$ cat src/rtl/cvt_regbank_pkg.sv
package cvt_regbank_pkg;

    localparam int DATA_W = 16;
    localparam int OFF_W  = 4;

    typedef logic [DATA_W-1:0] word_t;

    // Status bit positions (decoded by host software)
    localparam int ST_ADC_OVF = 0;
    localparam int ST_ADC_UDF = 1;
    localparam int ST_DAC_OVF = 8;
    localparam int ST_DAC_UDF = 9;

    // Converter-group word offsets
    localparam logic [OFF_W-1:0] CV_STATUS  = 4'd0;
    localparam logic [OFF_W-1:0] CV_IRQ_ST  = 4'd1;
    localparam logic [OFF_W-1:0] CV_IRQ_PER = 4'd2;
    localparam logic [OFF_W-1:0] CV_IRQ_CNT = 4'd3;
    localparam logic [OFF_W-1:0] CV_ADC_RT  = 4'd4;
    localparam logic [OFF_W-1:0] CV_ADC_CNT = 4'd5;
    localparam logic [OFF_W-1:0] CV_DAC_RT  = 4'd6;
    localparam logic [OFF_W-1:0] CV_DAC_CNT = 4'd7;
    localparam logic [OFF_W-1:0] CV_DATA    = 4'd8;
    // Control-group word offsets
    localparam logic [OFF_W-1:0] CT_DIO     = 4'd0;
    localparam logic [OFF_W-1:0] CT_DIO_CTL = 4'd1;

    typedef struct packed {
        logic dio;
        logic dio_ctl;
        logic status;
        logic irq_start;
        logic irq_period;
        logic irq_cnt;
        logic adc_rate;
        logic adc_cnt;
        logic dac_rate;
        logic dac_cnt;
        logic data;
        logic ro;
        logic unmapped;
    } hit_t;

    typedef struct packed {
        word_t dio;
        word_t dio_ctl;
        word_t irq_start;
        word_t irq_period;
        word_t adc_rate;
        word_t dac_rate;
    } rw_t;

endpackage

$ cat src/rtl/cvt_addr_decode.sv
module cvt_addr_decode
    import cvt_regbank_pkg::*;
#(
    parameter int ADDR_W    = 8,
    parameter bit BYTE_ADDR = 1'b0
) (
    input  logic              sel_ctl,
    input  logic [ADDR_W-1:0] addr,
    output hit_t              hit_o
);
    localparam int LSB = BYTE_ADDR ? 2 : 0;

    logic [OFF_W-1:0] off;
    logic             addr_unused;

    generate
        if (BYTE_ADDR) begin : g_byte
            assign off = addr[OFF_W+1:2];
        end else begin : g_word
            assign off = addr[OFF_W-1:0];
        end
    endgenerate

    // Remaining bits are don't-care; fold them so no bit is left dangling.
    assign addr_unused = ^addr;

    always_comb begin
        hit_o = '0;
        if (sel_ctl) begin
            hit_o.dio     = (off == CT_DIO);
            hit_o.dio_ctl = (off == CT_DIO_CTL);
        end else begin
            hit_o.status     = (off == CV_STATUS);
            hit_o.irq_start  = (off == CV_IRQ_ST);
            hit_o.irq_period = (off == CV_IRQ_PER);
            hit_o.irq_cnt    = (off == CV_IRQ_CNT);
            hit_o.adc_rate   = (off == CV_ADC_RT);
            hit_o.adc_cnt    = (off == CV_ADC_CNT);
            hit_o.dac_rate   = (off == CV_DAC_RT);
            hit_o.dac_cnt    = (off == CV_DAC_CNT);
            hit_o.data       = (off == CV_DATA);
        end
        hit_o.ro = hit_o.status | hit_o.irq_cnt | hit_o.adc_cnt | hit_o.dac_cnt;
        hit_o.unmapped = ~(hit_o.dio | hit_o.dio_ctl | hit_o.irq_start
                         | hit_o.irq_period | hit_o.adc_rate | hit_o.dac_rate
                         | hit_o.data | hit_o.ro);
    end

    initial begin
        assert (LSB + OFF_W <= ADDR_W) else $error("address too narrow for offset");
    end

endmodule

$ cat src/rtl/cvt_rw_regs.sv
module cvt_rw_regs
    import cvt_regbank_pkg::*;
(
    input  logic  clk,
    input  logic  rst_n,
    input  logic  wr,
    input  hit_t  hit,
    input  word_t wdata,
    output rw_t   rw_o
);
    rw_t rw_d, rw_q;

    always_comb begin
        rw_d = rw_q;
        if (wr) begin
            if (hit.dio)        rw_d.dio        = wdata;
            if (hit.dio_ctl)    rw_d.dio_ctl    = wdata;
            if (hit.irq_start)  rw_d.irq_start  = wdata;
            if (hit.irq_period) rw_d.irq_period = wdata;
            if (hit.adc_rate)   rw_d.adc_rate   = wdata;
            if (hit.dac_rate)   rw_d.dac_rate   = wdata;
        end
    end

    always_ff @(posedge clk or negedge rst_n) begin
        if (!rst_n) rw_q <= '0;
        else        rw_q <= rw_d;
    end

    assign rw_o = rw_q;

    // a write to the digital I/O offset lands at the next edge
    p_dio_write_r2: assert property (@(posedge clk) disable iff (!rst_n)
        wr && hit.dio |=> rw_q.dio == $past(wdata));

    // writes that hit nothing leave storage unchanged
    p_unmapped_write_r6: assert property (@(posedge clk) disable iff (!rst_n)
        wr && hit.unmapped |=> $stable(rw_q));

endmodule

$ cat src/rtl/cvt_status_flags.sv
module cvt_status_flags
    import cvt_regbank_pkg::*;
(
    input  logic       clk,
    input  logic       rst_n,
    input  logic [3:0] err_pulse,   // {dac_udf, dac_ovf, adc_udf, adc_ovf}
    input  logic       clr,
    output word_t      status_o
);
    typedef struct packed {
        logic [3:0] flags;
    } st_t;

    st_t st_d, st_q;

    always_comb begin
        st_d = st_q;
        if (clr) st_d.flags = '0;
        st_d.flags = st_d.flags | err_pulse;  // new events win over clear
    end

    always_ff @(posedge clk or negedge rst_n) begin
        if (!rst_n) st_q <= '0;
        else        st_q <= st_d;
    end

    always_comb begin
        status_o = '0;
        status_o[ST_ADC_OVF] = st_q.flags[0];
        status_o[ST_ADC_UDF] = st_q.flags[1];
        status_o[ST_DAC_OVF] = st_q.flags[2];
        status_o[ST_DAC_UDF] = st_q.flags[3];
    end

    // a set flag stays set while no read clears it
    p_sticky_r8: assert property (@(posedge clk) disable iff (!rst_n)
        !clr |=> ((st_q.flags & $past(st_q.flags)) == $past(st_q.flags)));

    // a clear with no coincident pulse leaves all flags low
    p_clear_r9: assert property (@(posedge clk) disable iff (!rst_n)
        clr && err_pulse == 4'b0 |=> st_q.flags == 4'b0);

    // a pulse coincident with the clear survives
    p_keep_pulse_r9: assert property (@(posedge clk) disable iff (!rst_n)
        clr && err_pulse != 4'b0 |=> st_q.flags == $past(err_pulse));

endmodule

$ cat src/rtl/cvt_regbank.sv
module cvt_regbank
    import cvt_regbank_pkg::*;
#(
    parameter int ADDR_W    = 8,
    parameter bit BYTE_ADDR = 1'b0
) (
    input  logic              clk,
    input  logic              rst_n,
    input  logic              bus_sel_ctl,
    input  logic [ADDR_W-1:0] bus_addr,
    input  logic              bus_rd,
    input  logic              bus_wr,
    input  logic [15:0]       bus_wdata,
    output logic [15:0]       bus_rdata,
    input  logic [15:0]       irq_cnt_i,
    input  logic [15:0]       adc_cnt_i,
    input  logic [15:0]       dac_cnt_i,
    input  logic [15:0]       adc_fifo_rdata_i,
    output logic              adc_fifo_pop_o,
    output logic [15:0]       dac_fifo_wdata_o,
    output logic              dac_fifo_push_o,
    input  logic              adc_ovf_i,
    input  logic              adc_udf_i,
    input  logic              dac_ovf_i,
    input  logic              dac_udf_i,
    output logic [15:0]       dio_o,
    output logic [15:0]       dio_ctl_o,
    output logic [15:0]       irq_start_o,
    output logic [15:0]       irq_period_o,
    output logic [15:0]       adc_rate_o,
    output logic [15:0]       dac_rate_o
);
    hit_t  hit;
    rw_t   rw;
    word_t status;
    word_t rdata_d, rdata_q;
    logic  st_clr;

    cvt_addr_decode #(.ADDR_W(ADDR_W), .BYTE_ADDR(BYTE_ADDR)) u_dec (
        .sel_ctl (bus_sel_ctl),
        .addr    (bus_addr),
        .hit_o   (hit)
    );

    cvt_rw_regs u_regs (
        .clk   (clk),
        .rst_n (rst_n),
        .wr    (bus_wr),
        .hit   (hit),
        .wdata (bus_wdata),
        .rw_o  (rw)
    );

    assign st_clr = bus_rd & hit.status;

    cvt_status_flags u_status (
        .clk       (clk),
        .rst_n     (rst_n),
        .err_pulse ({dac_udf_i, dac_ovf_i, adc_udf_i, adc_ovf_i}),
        .clr       (st_clr),
        .status_o  (status)
    );

    // Read mux, registered once
    always_comb begin
        rdata_d = rdata_q;
        if (bus_rd) begin
            rdata_d = '0;
            if (hit.dio)        rdata_d = rw.dio;
            if (hit.dio_ctl)    rdata_d = rw.dio_ctl;
            if (hit.status)     rdata_d = status;
            if (hit.irq_start)  rdata_d = rw.irq_start;
            if (hit.irq_period) rdata_d = rw.irq_period;
            if (hit.irq_cnt)    rdata_d = irq_cnt_i;
            if (hit.adc_rate)   rdata_d = rw.adc_rate;
            if (hit.adc_cnt)    rdata_d = adc_cnt_i;
            if (hit.dac_rate)   rdata_d = rw.dac_rate;
            if (hit.dac_cnt)    rdata_d = dac_cnt_i;
            if (hit.data)       rdata_d = adc_fifo_rdata_i;
        end
    end

    always_ff @(posedge clk or negedge rst_n) begin
        if (!rst_n) rdata_q <= '0;
        else        rdata_q <= rdata_d;
    end

    assign bus_rdata        = rdata_q;
    assign adc_fifo_pop_o   = bus_rd & hit.data;
    assign dac_fifo_push_o  = bus_wr & hit.data;
    assign dac_fifo_wdata_o = bus_wdata;

    assign dio_o        = rw.dio;
    assign dio_ctl_o    = rw.dio_ctl;
    assign irq_start_o  = rw.irq_start;
    assign irq_period_o = rw.irq_period;
    assign adc_rate_o   = rw.adc_rate;
    assign dac_rate_o   = rw.dac_rate;

    // unmapped reads return zero
    p_unmapped_zero_r6: assert property (@(posedge clk) disable iff (!rst_n)
        bus_rd && hit.unmapped |=> bus_rdata == 16'h0000);

    // read-only writes leave the register bank untouched
    p_ro_write_ignored_r4: assert property (@(posedge clk) disable iff (!rst_n)
        bus_wr && hit.ro |=> $stable(rw));

    // reserved status bits read as zero
    p_status_reserved_r8: assert property (@(posedge clk) disable iff (!rst_n)
        bus_rd && hit.status |=> (bus_rdata & 16'hFCFC) == 16'h0000);

    // FIFO strobes only at the converter-group data port
    p_fifo_strobe_r7: assert property (@(posedge clk) disable iff (!rst_n)
        (adc_fifo_pop_o || dac_fifo_push_o) |-> !bus_sel_ctl);

    // counter views follow their inputs
    p_cnt_view_r5: assert property (@(posedge clk) disable iff (!rst_n)
        bus_rd && hit.adc_cnt |=> bus_rdata == $past(adc_cnt_i));

endmodule

$ cat config.mk
export PLATFORM = sky130hd
export DESIGN_NAME = cvt_regbank
export DESIGN_NICKNAME = d
export VERILOG_FILES = /design/src/rtl/cvt_regbank_pkg.sv /design/src/rtl/cvt_addr_decode.sv /design/src/rtl/cvt_rw_regs.sv /design/src/rtl/cvt_status_flags.sv /design/src/rtl/cvt_regbank.sv
export SDC_FILE = /design/constraint.sdc
export NUM_CORES = 1
export LEC_CHECK = 0
export ABC_AREA = 0
export BUFFER_PORTS_ARGS = -buffer_cell sky130_fd_sc_hd__buf_2
export CAP_MARGIN = 20
export CORE_MARGIN = 4
export CORE_UTILIZATION = 45
export DETAILED_ROUTE_END_ITERATION = 10
export PLACE_DENSITY = 0.84
export SYNTH_ARGS = -nofsm -noshare
export SYNTH_HDL_FRONTEND = slang
export SYNTH_SLANG_ARGS = --single-unit
$ cat constraint.sdc
create_clock -name clk -period 3.55 [get_ports clk]
set_input_delay 0.71 -clock clk [delete_from_list [all_inputs] [get_ports clk]]
set_output_delay 0.71 -clock clk [all_outputs]
set_load 0.1 [all_outputs]
==> impl_metrics.csv, run 1 <==
group,metric,value,unit
power,leakagePower,3.92,nW
die,die_area,15600,sq um
synth,synth_edf_count,0,
placement,dpl_worst_slack,0.631,ns
placement,hpwlAfterDp,13800,um
drt,wl_per_cell,21.5,um
setup_path,crit_type,"in -> out",
synth,synth_common_cells,"dfrtp_1 (116), mux2_2 (83), mux2i_1 (38), nand2_1 (29), buf_4 (25)",
synth,synth-simple-area-share,0.0755,
setup_path,cp.arrival,1.99,ns
setup_path,worstReg2RegStart,"u_regs.rw_o[0]",
sta,hold_violations,0,
die,initial_utilization,0.462,
synth,synth_xor_area_frac,0,
setup_path,cp_max_fo,25,
drt,vias_per_cell,5.78,
finish,fill_cells,1142,
synth,synth.avg_cell_area,11.7,sq um
synth,synth.most_common_cell,"dfrtp_1",
sta,slew_headroom,0.427,
finish,layout.nets,824,
die,fp.dieH,125,um
die,fp-row-count,42,
sta,setup_tns,0,ns
synth,synth.cell_area,6170,sq um
synth,synth_ff_type,"dfrtp_1",
sta,tightest_slew,0.858,ns
sta,clock.fmax,370,MHz
clock_tree,cts-hold-fix-buffers,0,
sta,setup_slack,0.846,ns
sta,min_period,2.70,ns
synth,ys_seq_area_frac,0.471,
drt,vias,5296,
worst_hold_path,hold_class,"in -> async",
synth,synth_area_leaders,"dfrtp_1 (47%), mux2_2 (15%), mux2i_1 (6.2%)",
setup_path,rr_worst_depth,4,
clock_tree,cts_tree,"yes",
clock_tree,clock-root-buffer,"clkbuf_16",
synth,syn_inst,526,
run,maxCapViolCount,0,
clock_tree,clockBufferDepth,2,
synth,synth_compound_area_frac,0.139,
die,core_area,13300,sq um
placement,portBuffers,222,
global_route,grt_remaining_overflow,0,
clock_tree,clkLatencyLatePin,0.42,ns
clock_tree,cts.sinks,116,
clock_tree,cts_resized,0,
sta,rsz0062_at_grt,"false",
synth,synth_top_family_by_area,"multiplexers",
finish,syn_to_final_growth,28.4,%
outcome,status,"completed",
global_route,grt_pass1_vias,5296,
finish,register_area,2900,sq um
sta,fin_crit_sh,0.762,
setup_path,end_kind,"primary output",
synth,synth_area_leader_cell,"dfrtp_1",
setup_path,r2r-end,"bus_rdata[0]",
global_route,antenna_found_initial,1,
die,io_pins,227,
global_route,grt_usage,0.248,
power,peakVddDrop,0.000605,V
sta,clock_skew,0.00844,ns
global_route,grt_max_degree,63,
clock_tree,path_clk_slew,0.05,ns
drt,totalWireLength,19700,um
drt,postRouteAntennaNets,0,
synth,ys_warn_count,0,
placement,gp_congestion,0.892,
synth,synth_cell_types,51,
clock_tree,cts_buffers,17,
setup_path,r2r_slack,2.11,ns
synth,syn-num-nets,623,
synth,synthAdderAreaFrac,0,
synth,synth_seq_cells,116,
sta,setup_viol,0,
clock_tree,postCtsSetupRepairBufs,0,
synth,yosys.area.top_type_share,0.471,
synth,synth_mux_area_frac,0.257,
finish,multi_input_area,2910,sq um
setup_path,worst_setup_path_start_kind,"primary input",
die,die_width,125,um
finish,final_layout_size_suffix_gt1_frac,0.499,
drt,drc,0,
global_route,grt_pass1_wl,30200,um
power,power.density,775,nW/um^2
clock_tree,htreeDepth,4,
setup_path,required,2.84,ns
drt,drt_first_pass_iters,5,
sta,final_max_slew_viol_count,0,
drt,drt-initial-drc-count,483,
synth,ys_async_sr_fraction,1.00,
==> flip-flops by register name, summed over array words and instances, names as in the netlist <==
register and count:
u_status.st_q 4, bus_rdata 16, u_regs.rw_o 96
==> cell families (layout without fill, tap and decap cells) <==
group                  count (synthesis)  count (layout)
AND/OR/NAND/NOR                       84              84
multiplexers                         145             145
other                                  0               1
buffers and inverters                 58             272
flip-flops                           116             116
AO/OA/AOI/OAI                        123             123
==> metal layers <==
metal  GRT usage  part of all wire
met5           0                 0
met3      0.0635             0.076
met4       0.109             0.030
met1       0.319              0.41
met2       0.399              0.48
==> cell usage in the layout (no fill, tap or decap), types with 3 or more instances in the layout <==
cell | netlist | final
o32ai_1 | 4 | 4
nand2_1 | 29 | 29
and3_1 | 3 | 3
a31oi_1 | 13 | 13
a221oi_1 | 4 | 4
a21oi_1 | 19 | 19
a31o_2 | 4 | 4
clkbuf_16 | 0 | 17
o221ai_1 | 14 | 14
nand3b_1 | 4 | 4
a31o_1 | 6 | 6
buf_12 | 0 | 3
mux2i_1 | 38 | 38
dfrtp_1 | 116 | 116
o21ai_0 | 18 | 18
mux2_1 | 24 | 24
clkbuf_8 | 0 | 5
buf_2 | 19 | 218
buf_4 | 25 | 16
a211o_1 | 10 | 10
a22o_1 | 4 | 4
o21ai_1 | 12 | 12
clkinv_2 | 0 | 5
inv_1 | 3 | 3
o22a_1 | 4 | 4
nor2_1 | 23 | 21
a21o_1 | 4 | 4
mux2_2 | 83 | 83
==> final cells by class <==
class,count,area share
flip-flops and latches,116,0.367
clock buffers,23,0.0629
clock inverters,9,0.0126
multi-input cells,352,0.368
inverters,3,0.00142
repair buffers,237,0.161
diodes,1,0.000316
well taps,176,0.0278
==> power by group <==
group | switching, W | internal [W] | total (W)
clock network | 0.000608 | 0.00112 | 0.00173
logic | 0.00220 | 0.000458 | 0.00266
registers | 0.000192 | 0.00156 | 0.00175
total | 0.00300 | 0.00314 | 0.00613
==> through the flow <==
step	hold slack [ns]	utilization	power (W)	instances	area [sq um]
finish	0.334	0.593	0.00613	917	7920
global route	0.394	0.593	0.00632	917	7920
CTS	0.361	0.593	0.00615	916	7910
detailed placement	0.468	0.548	0.00442	884	7320
global placement	0.469	0.548	0.00439	884	7320
floorplan	0.414	-	0.00392	526	6170
==> worst max path at each step <==
stage	start	depth (start not counted)	end
2_1_floorplan	bus_sel_ctl	5	adc_fifo_pop_o
3_3_place_gp	bus_addr[0]	5	u_regs.rw_o[76]
3_5_place_dp	bus_addr[0]	5	u_regs.rw_o[73]
4_1_cts	bus_addr[1]	4	adc_fifo_pop_o
5_1_grt	bus_addr[1]	4	adc_fifo_pop_o
6_report	bus_addr[1]	4	adc_fifo_pop_o
==> worst max-delay path: stages <==
cell and delay (ns):
buf_2 0.29, or4_1 0.64, nor2_2 0.16, buf_12 0.19
Power figures use the tool's default switching activity.
==> inputs of run 2 (changes only) <==
==> constraint.sdc (replaced) <==
create_clock -name clk -period 2.75 [get_ports clk]
set_input_delay 0.55 -clock clk [delete_from_list [all_inputs] [get_ports clk]]
set_output_delay 0.55 -clock clk [all_outputs]
set_load 0.1 [all_outputs]
==> impl_metrics.csv, run 2 (synthesis gave the netlist of run 1 again) <==
group,metric,value,unit
outcome,status,"completed",
sta,hold_violations,0,
sta,fin_crit_sh,0.832,
setup_path,worst_setup_path_start_kind,"primary input",
setup_path,required,2.20,ns
global_route,grt_remaining_overflow,0,
clock_tree,path_clk_slew,0.05,ns
global_route,grt_use_met1,0.307,
global_route,antenna_found_initial,1,
power,power_frac_clock,0.282,
clock_tree,cts_buffers,17,
finish,syn_to_final_growth,29.8,%
die,die_width,125,um
power,p_sw,0.00385,W
drt,totalWireLength,19500,um
clock_tree,clockBufferDepth,2,
global_route,grt_use_met2,0.410,
global_route,grt_pass1_wl,29900,um
worst_hold_path,hold_class,"in -> async",
placement,gp_congestion,0.893,
power,power_frac_comb,0.433,
global_route,grt_pass1_vias,5236,
setup_path,cp_max_fo,18,
sta,setup_tns,0,ns
finish,mostFrequentLayoutCells,"buf_2 (218), dfrtp_1 (116), mux2_2 (83), mux2i_1 (38), nand2_1 (29)",
setup_path,crit_type,"in -> out",
run,maxCapViolCount,0,
sta,rsz0062_at_grt,"false",
sta,setup_viol,0,
setup_path,end_kind,"primary output",
finish,fill_cells,1109,
power,peakVddDrop,0.000648,V
die,core_area,13300,sq um
clock_tree,clkLatencyLatePin,0.41,ns
drt,drt_first_pass_iters,5,
placement,portBuffers,222,
die,initial_utilization,0.462,
power,fin_total_pwr,0.00793,W
sta,slew_headroom,0.468,
clock_tree,clock-root-buffer,"clkbuf_16",
drt,postRouteAntennaNets,0,
clock_tree,cts-hold-fix-buffers,0,
sta,clock.fmax,437,MHz
drt,drc,0,
setup_path,worstReg2RegStart,"u_regs.rw_o[1]",
global_route,grt_max_degree,56,
power,internal-power,0.00408,W
power,seq_power_share,0.285,
clock_tree,postCtsSetupRepairBufs,0,
die,die_area,15600,sq um
die,io_pins,227,
power,leakagePower,3.96,nW
die,fp.dieH,125,um
clock_tree,cts.sinks,116,
die,fp-row-count,42,
power,p_sw_frac,0.486,
sta,final_max_slew_viol_count,0,
setup_path,rr_worst_depth,4,
power,power.density,991,nW/um^2
drt,drt-initial-drc-count,352,
finish,layout.nets,830,
finish,final_common_cell,"buf_2",
clock_tree,cts_resized,0,
sta,tightest_slew,0.797,ns
global_route,grt-busiest-layer,"met2",
global_route,use_met3,0.0610,
clock_tree,htreeDepth,4,
setup_path,r2r-end,"bus_rdata[1]",
placement,hpwlAfterDp,14100,um
finish,final_layout_size_suffix_gt1_frac,0.499,
finish,multi_input_area,2920,sq um
drt,wl_per_cell,21.1,um
drt,vias_per_cell,5.69,
sta,clock_skew,0.00538,ns
finish,largest_reg_flops,96,
setup_path,r2r_slack,1.31,ns
clock_tree,cts_tree,"yes",
global_route,grt_usage,0.246,
sta,min_period,2.29,ns
setup_path,cp.arrival,1.74,ns
finish,register_area,2900,sq um
drt,vias,5252,
[run 2: cell type report]
type | instances | area share
Multi-Input combinational cell | 352 | 0.364
Sequential cell | 116 | 0.363
Timing Repair Buffer | 243 | 0.169
Clock buffer | 23 | 0.0585
Tap cell | 176 | 0.0275
Clock inverter | 9 | 0.0159
Inverter | 3 | 0.00141
Antenna cell | 1 | 0.000313
[run 2: through the flow]
step	hold slack [ns]	area [sq um]	setup slack, ns	utilization	cells
6_report	0.120	8000	0.462	0.599	923
2_1_floorplan	0.254	6170	0.124	-	526
3_3_place_gp	0.460	7400	0.425	0.555	890
4_1_cts	0.122	8000	0.459	0.599	922
3_5_place_dp	0.463	7400	0.396	0.555	890
5_1_grt	0.146	8000	0.427	0.599	923
[run 2: worst max path at each step]
stage | startpoint | slack (ns) | to | cells past startpoint
after global routing | bus_addr[1] | 0.43 | dac_fifo_push_o | 5
after CTS | bus_addr[1] | 0.46 | dac_fifo_push_o | 5
after floorplan | bus_addr[1] | 0.12 | dac_fifo_push_o | 4
after global placement | bus_addr[1] | 0.42 | u_regs.rw_o[90] | 4
after detailed placement | bus_addr[1] | 0.40 | u_regs.rw_o[93] | 4
final | bus_addr[1] | 0.46 | adc_fifo_pop_o | 4
[run 2: power by group through the flow]
stage	clock, W	sequential (W)	combinational [W]
2_1_floorplan	0	0.00445	0.000617
4_1_cts	0.00227	0.00225	0.00345
3_5_place_dp	0	0.00228	0.00344
6_report	0.00223	0.00226	0.00344
5_1_grt	0.00234	0.00230	0.00354
3_3_place_gp	0	0.00227	0.00341
[run 2: metal layers]
metal	vias to the layer above	wire length, um	share of wire
li1	2375	-	-
met1	2574	7870	0.40
met2	263	9640	0.50
met3	40	1370	0.070
met4	0	573	0.029
met5	-	0	0
[run 2: critical path, cell delays in order]
cell	delay, ns
buf_2	0.22
or4_1	0.63
nor2_4	0.15
buf_12	0.18
==> inputs of run 3 (changes only) <==
--- a/config.mk
+++ b/config.mk
@@ -5,13 +5,13 @@
 export SDC_FILE = /design/constraint.sdc
 export NUM_CORES = 1
 export LEC_CHECK = 0
-export ABC_AREA = 0
+export ABC_AREA = 1
 export BUFFER_PORTS_ARGS = -buffer_cell sky130_fd_sc_hd__buf_2
 export CAP_MARGIN = 20
 export CORE_MARGIN = 4
 export CORE_UTILIZATION = 45
 export DETAILED_ROUTE_END_ITERATION = 10
-export PLACE_DENSITY = 0.84
+export PLACE_DENSITY = 0.85
 export SYNTH_ARGS = -nofsm -noshare
 export SYNTH_HDL_FRONTEND = slang
 export SYNTH_SLANG_ARGS = --single-unit
==> constraint.sdc (replaced) <==
create_clock -name clk -period 2.2 [get_ports clk]
set_input_delay 0.44 -clock clk [delete_from_list [all_inputs] [get_ports clk]]
set_output_delay 0.44 -clock clk [all_outputs]
set_load 0.1 [all_outputs]
==> impl_metrics.csv, run 3 <==
group,metric,value,unit
outcome,status,"completed",
synth,synth.most_common_cell,"nand2_1",
synth,synth_area_leader_cell,"dfrtp_1",
finish,layout.nets,1049,
clock_tree,htreeDepth,4,
die,core_area,12600,sq um
setup_path,cp_max_fo,7,
setup_path,rr_worst_depth,10,
power,power_frac_comb,0.419,
synth,synth_mux_area_frac,0,
finish,multi_input_area,2370,sq um
sta,setup_viol,0,
power,leakagePower,4.08,nW
clock_tree,postCtsSetupRepairBufs,0,
clock_tree,cts.sinks,116,
die,die_width,122,um
die,fp.dieH,122,um
synth,ys_async_sr_fraction,1.00,
power,seq_power_share,0.303,
sta,setup_tns,0,ns
setup_path,path_buf_inv,4,
synth,synth.avg_cell_area,7.83,sq um
synth,synth_compound_area_frac,0.135,
finish,register_area,2900,sq um
drt,totalWireLength,18100,um
synth,synth_edf_count,0,
die,initial_utilization,0.460,
drt,wl_per_cell,16.0,um
setup_path,worst_setup_path_start_kind,"primary input",
worst_hold_path,hold_class,"in -> reg",
power,internal-power,0.00466,W
die,io_pins,227,
finish,mostFrequentLayoutCells,"nand2_1 (268), buf_2 (219), dfrtp_1 (116), o21ai_0 (78), inv_1 (58)",
sta,hold_violations,0,
clock_tree,cts-hold-fix-buffers,1,
synth,synthAdderAreaFrac,0,
synth,ys_warn_count,0,
finish,final_layout_size_suffix_gt1_frac,0.303,
finish,fin_area,7630,sq um
synth,synth_xor_area_frac,0,
die,fp-row-count,41,
clock_tree,path_clk_slew,0.05,ns
power,power.density,1200,nW/um^2
sta,whs,0.220,ns
synth,synth_common_cells,"nand2_1 (268), dfrtp_1 (116), o21ai_0 (78), inv_1 (58), a21oi_1 (32)",
finish,antenna-diode-count,0,
die,die_area,14800,sq um
setup_path,r2r_slack,0.95,ns
setup_path,required,1.76,ns
drt,drt_first_pass_iters,5,
clock_tree,clockBufferDepth,2,
finish,largest_reg_flops,96,
placement,dpl_cell_area,7070,sq um
setup_path,end_kind,"primary output",
clock_tree,clkLatencyLatePin,0.43,ns
synth,synth_ff_type,"dfrtp_1",
sta,tightest_slew,0.691,ns
global_route,grt_pass1_vias,5386,
global_route,grt_pass1_wl,27800,um
sta,setup_slack,0.173,ns
finish,syn_to_final_growth,31.4,%
synth,synth-simple-area-share,0.272,
synth,synth_seq_cells,116,
worst_hold_path,hold_depth,2,
clock_tree,clock-root-buffer,"clkbuf_16",
placement,dpl_worst_slack,0.0697,ns
drt,vias,5823,
power,p_sw_frac,0.493,
global_route,grt_usage,0.245,
finish,final_common_cell,"nand2_1",
sta,final_max_slew_viol_count,0,
drt,postRouteAntennaNets,0,
clock_tree,cts_resized,0,
synth,synth_area_leaders,"dfrtp_1 (50%), nand2_1 (17%), o21ai_0 (6.7%)",
drt,drc,0,
setup_path,cp.arrival,1.59,ns
synth,syn_inst,741,
clock_tree,cts_buffers,17,
synth,ys_seq_area_frac,0.500,
global_route,antenna_found_initial,1,
synth,synth_cell_types,26,
finish,final_util,0.604,
synth,yosys.area.top_type_share,0.500,
synth,synth.cell_area,5800,sq um
synth,synth_top_family_by_area,"simple AND/OR/NAND/NOR gates",
setup_path,cp_num_cells,7,
sta,min_period,2.03,ns
setup_path,crit_chain,"buf_2 > inv_2 > nand2_2 > nor4_4 > inv_2 > nor2_2 > buf_12",
drt,drt-initial-drc-count,513,
power,p_sw,0.00453,W
power,power_frac_clock,0.279,
finish,fill_cells,1141,
placement,portBuffers,222,
run,maxCapViolCount,0,
setup_path,cp_top_family,"buffers and inverters",
sta,clock.fmax,493,MHz
sta,rsz0062_at_grt,"false",
power,peakVddDrop,0.000866,V
global_route,grt_max_degree,59,
setup_path,slowest_stage,"nor4_4",
setup_path,slowest_delay,0.23,ns
placement,gp_congestion,0.917,
sta,slew_headroom,0.539,
synth,syn-num-nets,838,
setup_path,crit_type,"in -> out",
setup_path,cp_common_cell,"inv_2",
drt,vias_per_cell,5.13,
global_route,grt_remaining_overflow,0,
placement,hpwlAfterDp,13900,um
sta,fin_crit_sh,0.921,
sta,clock_skew,0.0162,ns
clock_tree,cts_tree,"yes",
run 3: changes by cell type after synthesis, sizes merged, moves of 11 or more:
cell    previous run  this run
a21oi             19        32
a22oi              1        12
a31oi             13         0
buf               47        35
inv                3        62
mux2             107         0
mux2i             38         0
nand2             29       272
nand3              5        21
nand4              2        28
nor3               2        15
o21ai             30       100
o221ai            14         0
run 3: worst paths after layout:
kind | startpoint | endpoint
min in group asynchronous | rst_n | u_regs.rw_o[66]
max reg2reg | u_status.st_q[3] | bus_rdata[9]
min reg2reg | bus_rdata[1] | bus_rdata[1]
max | bus_addr[0] | adc_fifo_pop_o
max in group asynchronous | rst_n | u_regs.rw_o[48]
min | dac_ovf_i | u_status.st_q[2]
run 3: cell type report:
type                       instances  share of cell area
sequential                       116               0.381
multi-input combinational        509               0.311
timing repair buffer             244               0.177
clock buffer                      25              0.0650
inverter                          64              0.0322
tap                              172              0.0282
clock inverter                     5             0.00656
run 3: logic make-up (layout without fill, tap and decap cells):
family          count (synthesis)  after routing
compound gates                148            148
simple gates                  361            361
buf+inv                       116            338
flops                         116            116
run 3: worst reg2reg max path, stage by stage (launching register included):
cell and delay (ns):
dfrtp_1 0.36, inv_1 0.09, nand2_1 0.06, nand4_1 0.07, nand3_1 0.09, nand2_1 0.08, nand3_1 0.09, nand2_1 0.09
nand4_1 0.08, nand2_1 0.08, nand2_1 0.05
run 3: metal layers:
| metal | vias up | wire, um | share of wire | track usage |
|---|---|---|---|---|
| li1 | 2813 | - | - | - |
| met1 | 2682 | 7100 | 0.39 | 0.303 |
| met2 | 283 | 9030 | 0.50 | 0.403 |
| met3 | 43 | 1490 | 0.082 | 0.0659 |
| met4 | 2 | 517 | 0.028 | 0.112 |
| met5 | - | 7 | 0.00039 | 0 |
run 3: power by group through the flow:
stage | Clock [W] | Combinational (W) | Sequential, W
2_1_floorplan | 0 | 0.000567 | 0.00535
3_3_place_gp | 0 | 0.00382 | 0.00279
3_5_place_dp | 0 | 0.00386 | 0.00280
4_1_cts | 0.00259 | 0.00387 | 0.00277
5_1_grt | 0.00268 | 0.00399 | 0.00282
6_report | 0.00256 | 0.00385 | 0.00278
run 3: per-stage QoR:
step | std cells | total power [W]
2_1_floorplan | 741 | 0.00592
3_3_place_gp | 1104 | 0.00661
3_5_place_dp | 1104 | 0.00666
4_1_cts | 1135 | 0.00923
5_1_grt | 1135 | 0.00949
6_report | 1135 | 0.00919
